## src/rtl/rxdesc_wb.sv

```systemverilog
module rxdesc_wb #(
  parameter int AW        = 32,
  parameter int MIN_FRAME = 64,
  parameter int CNT_W     = 16,
  parameter int POLL_GAP  = 16
) (
  input  logic             clk,
  input  logic             rst_n,
  input  logic [AW-1:0]    ring_base,
  input  logic [47:0]      sta_addr,
  input  logic             flt_promisc,
  input  logic             flt_bcast,
  input  logic             in_valid,
  input  logic [7:0]       in_data,
  input  logic             in_sof,
  input  logic             in_eof,
  input  logic             in_crc_err,
  input  logic             in_align_err,
  output logic             mem_re,
  output logic             mem_we,
  output logic [AW-1:0]    mem_addr,
  output logic [31:0]      mem_wdata,
  input  logic [31:0]      mem_rdata,
  output logic [CNT_W-1:0] miss_count
);
  localparam int PW = $clog2(POLL_GAP) + 1;

  typedef enum logic [2:0] {S_FETCH, S_READY, S_RECV, S_WB, S_STALL} st_t;

  st_t           st;
  logic [AW-1:0] cur, nxt, buf_addr;
  logic [15:0]   buf_len, cnt;
  logic          own_q, crc_q, al_q, long_q;
  logic [2:0]    fcnt;
  logic [PW-1:0] pcnt;
  logic [31:0]   wacc;
  logic [47:0]   da;

  wire        take   = in_valid && ((st == S_READY && in_sof) || st == S_RECV);
  wire [15:0] pos    = (st == S_RECV) ? cnt : 16'd0;
  wire [1:0]  lane   = pos[1:0];
  wire        in_buf = pos < buf_len;
  wire [31:0] wnext  = ((lane == 2'd0) ? 32'd0 : wacc) | (32'(in_data) << {lane, 3'b000});

  wire bcast  = &da;
  wire mcast  = da[0] & ~bcast;
  wire ucast  = ~da[0];
  wire accept = flt_promisc | (bcast & flt_bcast) | (ucast & (da == sta_addr));

  wire        runt = cnt < 16'(MIN_FRAME);
  wire        err  = crc_q | al_q | long_q | runt;
  wire [14:0] flen = cnt[15] ? 15'h7fff : cnt[14:0];
  wire [31:0] stat = {1'b0, flen, ~err, 1'b0, mcast, bcast, ucast, 1'b0, 1'b1, 1'b1,
                      2'b00, runt, long_q, 1'b0, al_q, crc_q, err};

  wire sof_miss = in_valid && in_sof && st != S_READY && st != S_RECV;

  always_ff @(posedge clk) begin
    if (!rst_n) begin
      st         <= S_FETCH;
      cur        <= ring_base;
      nxt        <= '0;
      buf_addr   <= '0;
      buf_len    <= '0;
      cnt        <= '0;
      own_q      <= 1'b0;
      crc_q      <= 1'b0;
      al_q       <= 1'b0;
      long_q     <= 1'b0;
      fcnt       <= '0;
      pcnt       <= '0;
      wacc       <= '0;
      da         <= '0;
      mem_re     <= 1'b0;
      mem_we     <= 1'b0;
      mem_addr   <= '0;
      mem_wdata  <= '0;
      miss_count <= '0;
    end else begin
      mem_re <= 1'b0;
      mem_we <= 1'b0;
      if (sof_miss) miss_count <= miss_count + 1'b1;

      if (take) begin
        if (in_buf) begin
          wacc <= wnext;
          if (lane == 2'd3 || in_eof) begin
            mem_we    <= 1'b1;
            mem_addr  <= buf_addr + AW'({pos[15:2], 2'b00});
            mem_wdata <= wnext;
          end
        end
        long_q <= ((st == S_READY) ? 1'b0 : long_q) | ~in_buf;
        if (st == S_READY) da <= {40'd0, in_data};
        else if (pos < 16'd6) da[{pos[2:0], 3'b000} +: 8] <= in_data;
        cnt <= (&pos) ? pos : pos + 16'd1;
        if (in_eof) begin
          crc_q <= in_crc_err;
          al_q  <= in_align_err;
          st    <= S_WB;
        end else begin
          st <= S_RECV;
        end
      end

      case (st)
        S_FETCH: begin
          fcnt <= fcnt + 3'd1;
          if (fcnt < 3'd4) begin
            mem_re   <= 1'b1;
            mem_addr <= cur + AW'({fcnt[1:0], 2'b00});
          end
          case (fcnt)
            3'd2: own_q    <= mem_rdata[31];
            3'd3: buf_len  <= {1'b0, mem_rdata[14:2], 2'b00};
            3'd4: buf_addr <= mem_rdata[AW-1:0];
            3'd5: begin
              nxt  <= mem_rdata[AW-1:0];
              fcnt <= '0;
              pcnt <= '0;
              st   <= own_q ? S_READY : S_STALL;
            end
            default: ;
          endcase
        end
        S_WB: begin
          if (accept) begin
            mem_we    <= 1'b1;
            mem_addr  <= cur;
            mem_wdata <= stat;
            cur       <= nxt;
            st        <= S_FETCH;
          end else begin
            st <= S_READY;
          end
        end
        S_STALL: begin
          if (pcnt == PW'(POLL_GAP - 1)) st <= S_FETCH;
          else pcnt <= pcnt + 1'b1;
        end
        default: ;
      endcase
    end
  end

  a_r4_status_after_wb: assert property (@(posedge clk) disable iff (!rst_n)
    (st == S_WB && accept) |=> (mem_we && !mem_wdata[31] && mem_addr == $past(cur)));

  a_r10_follow_chain: assert property (@(posedge clk) disable iff (!rst_n)
    (st == S_WB && accept) |=> (cur == $past(nxt) && st == S_FETCH));

  a_r2_stall_no_write: assert property (@(posedge clk) disable iff (!rst_n)
    (st == S_STALL) |=> !mem_we);

  a_r11_busy_sof_counted: assert property (@(posedge clk) disable iff (!rst_n)
    (in_valid && in_sof && (st == S_WB || st == S_FETCH)) |=> (miss_count == $past(miss_count) + 1'b1));

  a_r6_reject_keeps_desc: assert property (@(posedge clk) disable iff (!rst_n)
    (st == S_WB && !accept) |=> (!mem_we && cur == $past(cur)));

  always_ff @(posedge clk) begin
    if (rst_n) a_r3_single_access: assert (!(mem_we && mem_re));
  end
endmodule

```

## config.mk

```make
export PLATFORM = sky130hd
export DESIGN_NAME = rxdesc_wb
export DESIGN_NICKNAME = d
export VERILOG_FILES = /design/src/rtl/rxdesc_wb.sv
export SDC_FILE = /design/constraint.sdc
export NUM_CORES = 1
export LEC_CHECK = 0
export BUFFER_PORTS_ARGS = -buffer_cell sky130_fd_sc_hd__buf_2
export CORE_UTILIZATION = 40
export CTS_BUF_LIST = sky130_fd_sc_hd__clkbuf_8
export CTS_CLUSTER_DIAMETER = 150
export DETAILED_ROUTE_END_ITERATION = 12
export PLACE_DENSITY = 0.55
export SLEW_MARGIN = 30
export SYNTH_ARGS = -nofsm -noshare
export SYNTH_HDL_FRONTEND = slang
export SYNTH_SLANG_ARGS = --single-unit
```

## constraint.sdc

```tcl
create_clock -name clk -period 4.9 [get_ports clk]
set_clock_uncertainty 0.15 [all_clocks]
set_input_delay 0.245 -clock clk [delete_from_list [all_inputs] [get_ports clk]]
set_output_delay 0.245 -clock clk [all_outputs]
set_load 0.005 [all_outputs]
```

======== Yosys cells after proc, flatten, opt, wreduce, memory -nomap -nowiden ========
Cells that the tools add are included.
word-level totals
  bits in registers ....................... 302
operators by class
  $add $sub $neg .......................... 7
  order comparisons ....................... 4
  eq/ne operators ......................... 17
  shift-type cells ........................ 3
  muxes and demuxes ....................... 39
  bitwise gates (word level) .............. 14
  reductions and logical operators ........ 23
operator list
  operator                count
  $mux 32                 14
  $mux 48                 2
  $pmux 32 s2             1
  $bwmux 48               1
  $eq 48x48->1            1
  $reduce_and 48->1       1
  $shift 8x8->48 const A  1
  $shiftx 8x8->48         1
  $add 16x1->16 const B   2
  $add 32x16->32          1
  $add 32x4->32           1
  $mux 16                 2
  $or 32x32->32           1
  $shl 8x5->32            1
  $reduce_and 2->1        9
  $lt 16x15->1            1
  $lt 16x3->1 const B     1
  $lt 16x7->1 const B     1
  $reduce_and 16->1       1
  $mux 15                 1
  $mux 3                  5
  $eq 3x2->1 const B      4
  $mux 5                  2
  $pmux 5 s2              1
  23 further kinds        51

======== Longest topological paths before layout ========
  word-level depth ........................ 10
  mapped depth ............................ 20
  depth with buffers taken out ............ 12

======== Worst setup path before layout ========
No wires, ideal clock.
  path type ............................... reg-to-reg
  start point ............................. reg st[2]
  end point ............................... reg mem_addr[18]
  setup time .............................. 0.122 ns
  arrival ................................. 3.720 ns
  slack ................................... 0.909 ns
  cell stages (with the launch flop) ...... 18
  buffers on the path ..................... 5
  cells stage by stage .................... dfxtp_1 -> buf_2 -> nor3b_2 -> buf_2 -> buf_4 -> buf_2 -> buf_1 -> and2_1 -> xor2_1 -> ha_1 -> a211o_1 -> a22oi_1 -> o22a_1 -> o31ai_4 -> a311oi_4 -> nor2_1 -> xor2_1 -> a221o_1
between the ends
  word-level cells in the longest chain between the ends .. 9
ends and longest elaborated chain
  what                                                    line  RTL
  start: declaration                                      30    st_t st;
  start signal: assignment                                121   st <= own_q ? S_READY : S_STALL;
  branches (longest 8 deep; another with $add 32x16->32)  n/a
  $pmux 32 s2 *                                           106   case (st)
  end signal: assignment                                  89    mem_addr <= buf_addr + AW'({pos[15:2], 2'b00});
  end signal: assignment                                  111   mem_addr <= cur + AW'({fcnt[1:0], 2'b00});
  end signal: assignment                                  129   mem_addr <= cur;
  end: declaration                                        21    output logic [AW-1:0] mem_addr,
Mark *: on every way between the ends.
A chain may end at the register's enable or synchronous reset.

======== Worst setup path in the final report ========
Ends and elaborated chain as after synthesis.

==> metrics.yaml <==
critical_path:
  crit_type: "flop to flop"
  start_kind: "flop"
  end_kind: "flop"
  timing.rr.start: "st[2]$_SDFF_PN0_"
  critPathMaxStageDelay_ns: 0.75
  crit_required_ns: 5.25
  cpMostUsedCell: "ha_1"
  critical_path.cell_chain: "nand4bb_1, inv_1, ha_1, ha_1, a211o_1, a22oi_1, o22a_1, o31ai_4, a311oi_4, nor2_1, xor2_1, a221o_1"
  slowest_stage: "dfxtp_1"
  worstPathArrival_ns: 4.37
  crit_start: "st[2]$_SDFF_PN0_"
  cp_max_fo: 20
clocking:
  clockRootBuffer: "clkbuf_8"
  cts_hold_buf: 81
  clock_sinks: 302
  clk_latency_ns: 0.63
  cts_resized: 0
  cts.path.max_buffers: 3
  clk_pin_slew_ns: 0.06
  htreeDepth: 2
  cts_tree: "done"
  cts_buffers: 54
  post-cts-setup-buffers: 0
sta:
  slew_viol_final: 0
  tightestPinTransition_ns: 0.978
  hold_viol_final: 0
  max_freq_ghz: 0.249
  tns_ns: 0
  period_needed_ns: 4.01
  rsz0062_at_grt: "no"
  maxSlewHeadroom_pct: 34.7
  setup_violations: 0
  finalCritPeriodShare_pct: 81.9
grt:
  grt_max_degree: 105
  grt_pass1_vias: 14100
  grt_pass1_wl_mm: 80.6
  grt-ovfl-total: 0
  track_usage_pct: 26.3
  grt_antenna_before_repair: 1
layout:
  final_cell_mix: "292 x nand2_1, 270 x dfxtp_1, 210 x buf_2, 197 x nor2_1, 154 x a21oi_1"
  drive_gt1_share_pct: 17.3
  syn_to_final_growth_pct: 21.2
  fin_nets: 2276
  diodes: 0
  final_common_cell: "nand2_1"
  post-route-util_pct: 49.7
  final_cells: 2676
place:
  gp_congestion: 0.890
  dpl.cell_count: 2498
  port_buffers: 210
  dp_hpwl_mm: 36.4
min_path:
  hold_path.class: "primary input to flop"
  hold_start: "in_eof"
floorplan:
  core_area_um2: 37900
  start_util_pct: 41.0
  io_pins: 211
  rows: 71
  die-area_um2: 39700
  die_width_um: 199
  die_h_um: 199
synthesis:
  async_reset_ff_share_pct: 0
  syn_avg_cell_area_um2: 8.31
  synth-main-ff-cell: "dfxtp_1"
  synth_edf_count: 32
  netlist_area_um2: 15600
  synthesis.instances: 1871
  yosys_warnings: 0
  synth.distinct_cells: 87
  synth_fp_nets: 2023
  ys_seq_area_share_pct: 40.9
  ys_ff_latch: 302
detailed_routing:
  ant_nets: 0
  first_pass_iters: 5
  viasPerCell: 5.61
  drt_iter0_markers: 1029
  num_vias: 15000
  drc_errors: 0
  drt_wl_total_mm: 52.8
  wire_per_inst_um: 19.7
power:
  ir_drop_uv: 217
  p_leak_nw: 7.16
  power_mw: 5.30
  powerDensity_nw_per_um2: 281
flow_run:
  maxCapViolCount: 0
outcome:
  run_status: "finished clean"
==> kinds of logic (layout without fill, tap and decap cells) <==
logic type                 Yosys count  in the layout  synth area share, %
xor gates and xnor gates           101            101                 5.69
AOI/OAI and AO/OA                  462            462                 20.2
muxes                               69             69                 4.74
buffers and inverters              169            463                 4.32
DFF                                302            302                 40.9
adders and majority gates           28             28                 2.22
and+or+nand+nor                    740            740                 21.9
==> sequential cells by signal (all words and copies together), names as in the netlist <==
name	flops
mem_addr	32
miss_count	16
mem_re	1
crc_q	1
mem_wdata	32
mem_we	1
own_q	1
fcnt	3
buf_addr	32
cnt	16
st	3
long_q	1
buf_len	13
nxt	32
wacc	32
cur	32
al_q	1
pcnt	5
da	48
==> area by class of cell <==
type / instances / area (um^2)
fill: 3750 / 19100
multi-input combinational: 1400 / 8560
sequential: 302 / 6370
timing repair buffer: 327 / 2160
clock buffer: 59 / 812
tap: 511 / 639
clock inverter: 38 / 163
inverter: 39 / 151
==> synth_stat cells (all sizes together) (5+ instances only) <==
cell type / number / area [um^2]
nand2: 293 / 1100
dfxtp: 270 / 5410
nor2: 198 / 743
a21oi: 154 / 771
clkbuf: 101 / 379
xnor2: 58 / 508
nand3: 52 / 260
o21ai: 51 / 255
xor2: 43 / 377
a22oi: 39 / 293
inv: 39 / 146
mux2: 37 / 417
nor3: 34 / 170
edfxtp: 32 / 961
mux2i: 32 / 320
nand4: 32 / 200
buf: 29 / 146
nand2b: 27 / 169
and3: 23 / 144
a211oi: 22 / 175
ha: 22 / 275
o211ai: 22 / 165
a31oi: 18 / 113
a21o: 17 / 128
and2: 16 / 100
nor4: 15 / 106
o21a: 15 / 113
a32oi: 12 / 105
o2bb2ai: 12 / 105
o22ai: 10 / 62.6
a221oi: 8 / 70.1
and4: 8 / 70.1
o2111ai: 8 / 70.1
o311a: 8 / 80.1
a2bb2oi: 7 / 61.3
o221ai: 7 / 61.3
a221o: 6 / 60.1
a32o: 6 / 60.1
nor2b: 6 / 37.5
nor3b: 6 / 50.1
a211o: 5 / 43.8
maj3: 5 / 50.1
or2: 5 / 31.3
or3: 5 / 31.3
==> final timing paths <==
check	end	depth (start not counted)	slack [ns]
setup / recovery	mem_addr[18]$_SDFF_PN0_	12	0.89
hold / removal	crc_q$_SDFFE_PN0P_	4	0.06
setup reg to reg	mem_addr[18]$_SDFF_PN0_	12	0.89
hold reg to reg	nxt[3]$_SDFFE_PN0P_	2	0.30
==> metal layers <==
metal	global-route usage (%)	wire length, um
met1	35.8	24500
met2	41.4	23500
met3	3.68	3050
met4	11.0	1740
met5	0	0
==> per-stage QoR <==
stage                     area (um^2)  hold WS, ns  worst slack, ns
after floorplan                 15600        0.231            0.909
after global placement          17100        0.288             1.11
after detailed placement        17100        0.295            0.979
after CTS                       18800      0.00123            0.930
after global routing            18800       0.0391            0.675
final                           18800       0.0562            0.887
==> report_power, final <==
part / internal (mW) / leakage [nW] / switching [mW]
sequential: 2.57 / 2.51 / 0.0664
combinational: 0.215 / 4.05 / 0.273
clock: 1.10 / 0.599 / 1.07
==> worst max-delay path, delay by kind of cell, from the launching register on <==
family                   cells  cell delay [ns]
XOR/XNOR                     1             0.17
AND/OR/NAND/NOR              2             0.44
adder cells (fa/ha/maj)      2             0.50
flip-flops                   1             0.75
AO/OA/AOI/OAI                6             1.73
buffers and inverters        1             0.14
No activity file was read; power rests on OpenSTA's default activity.
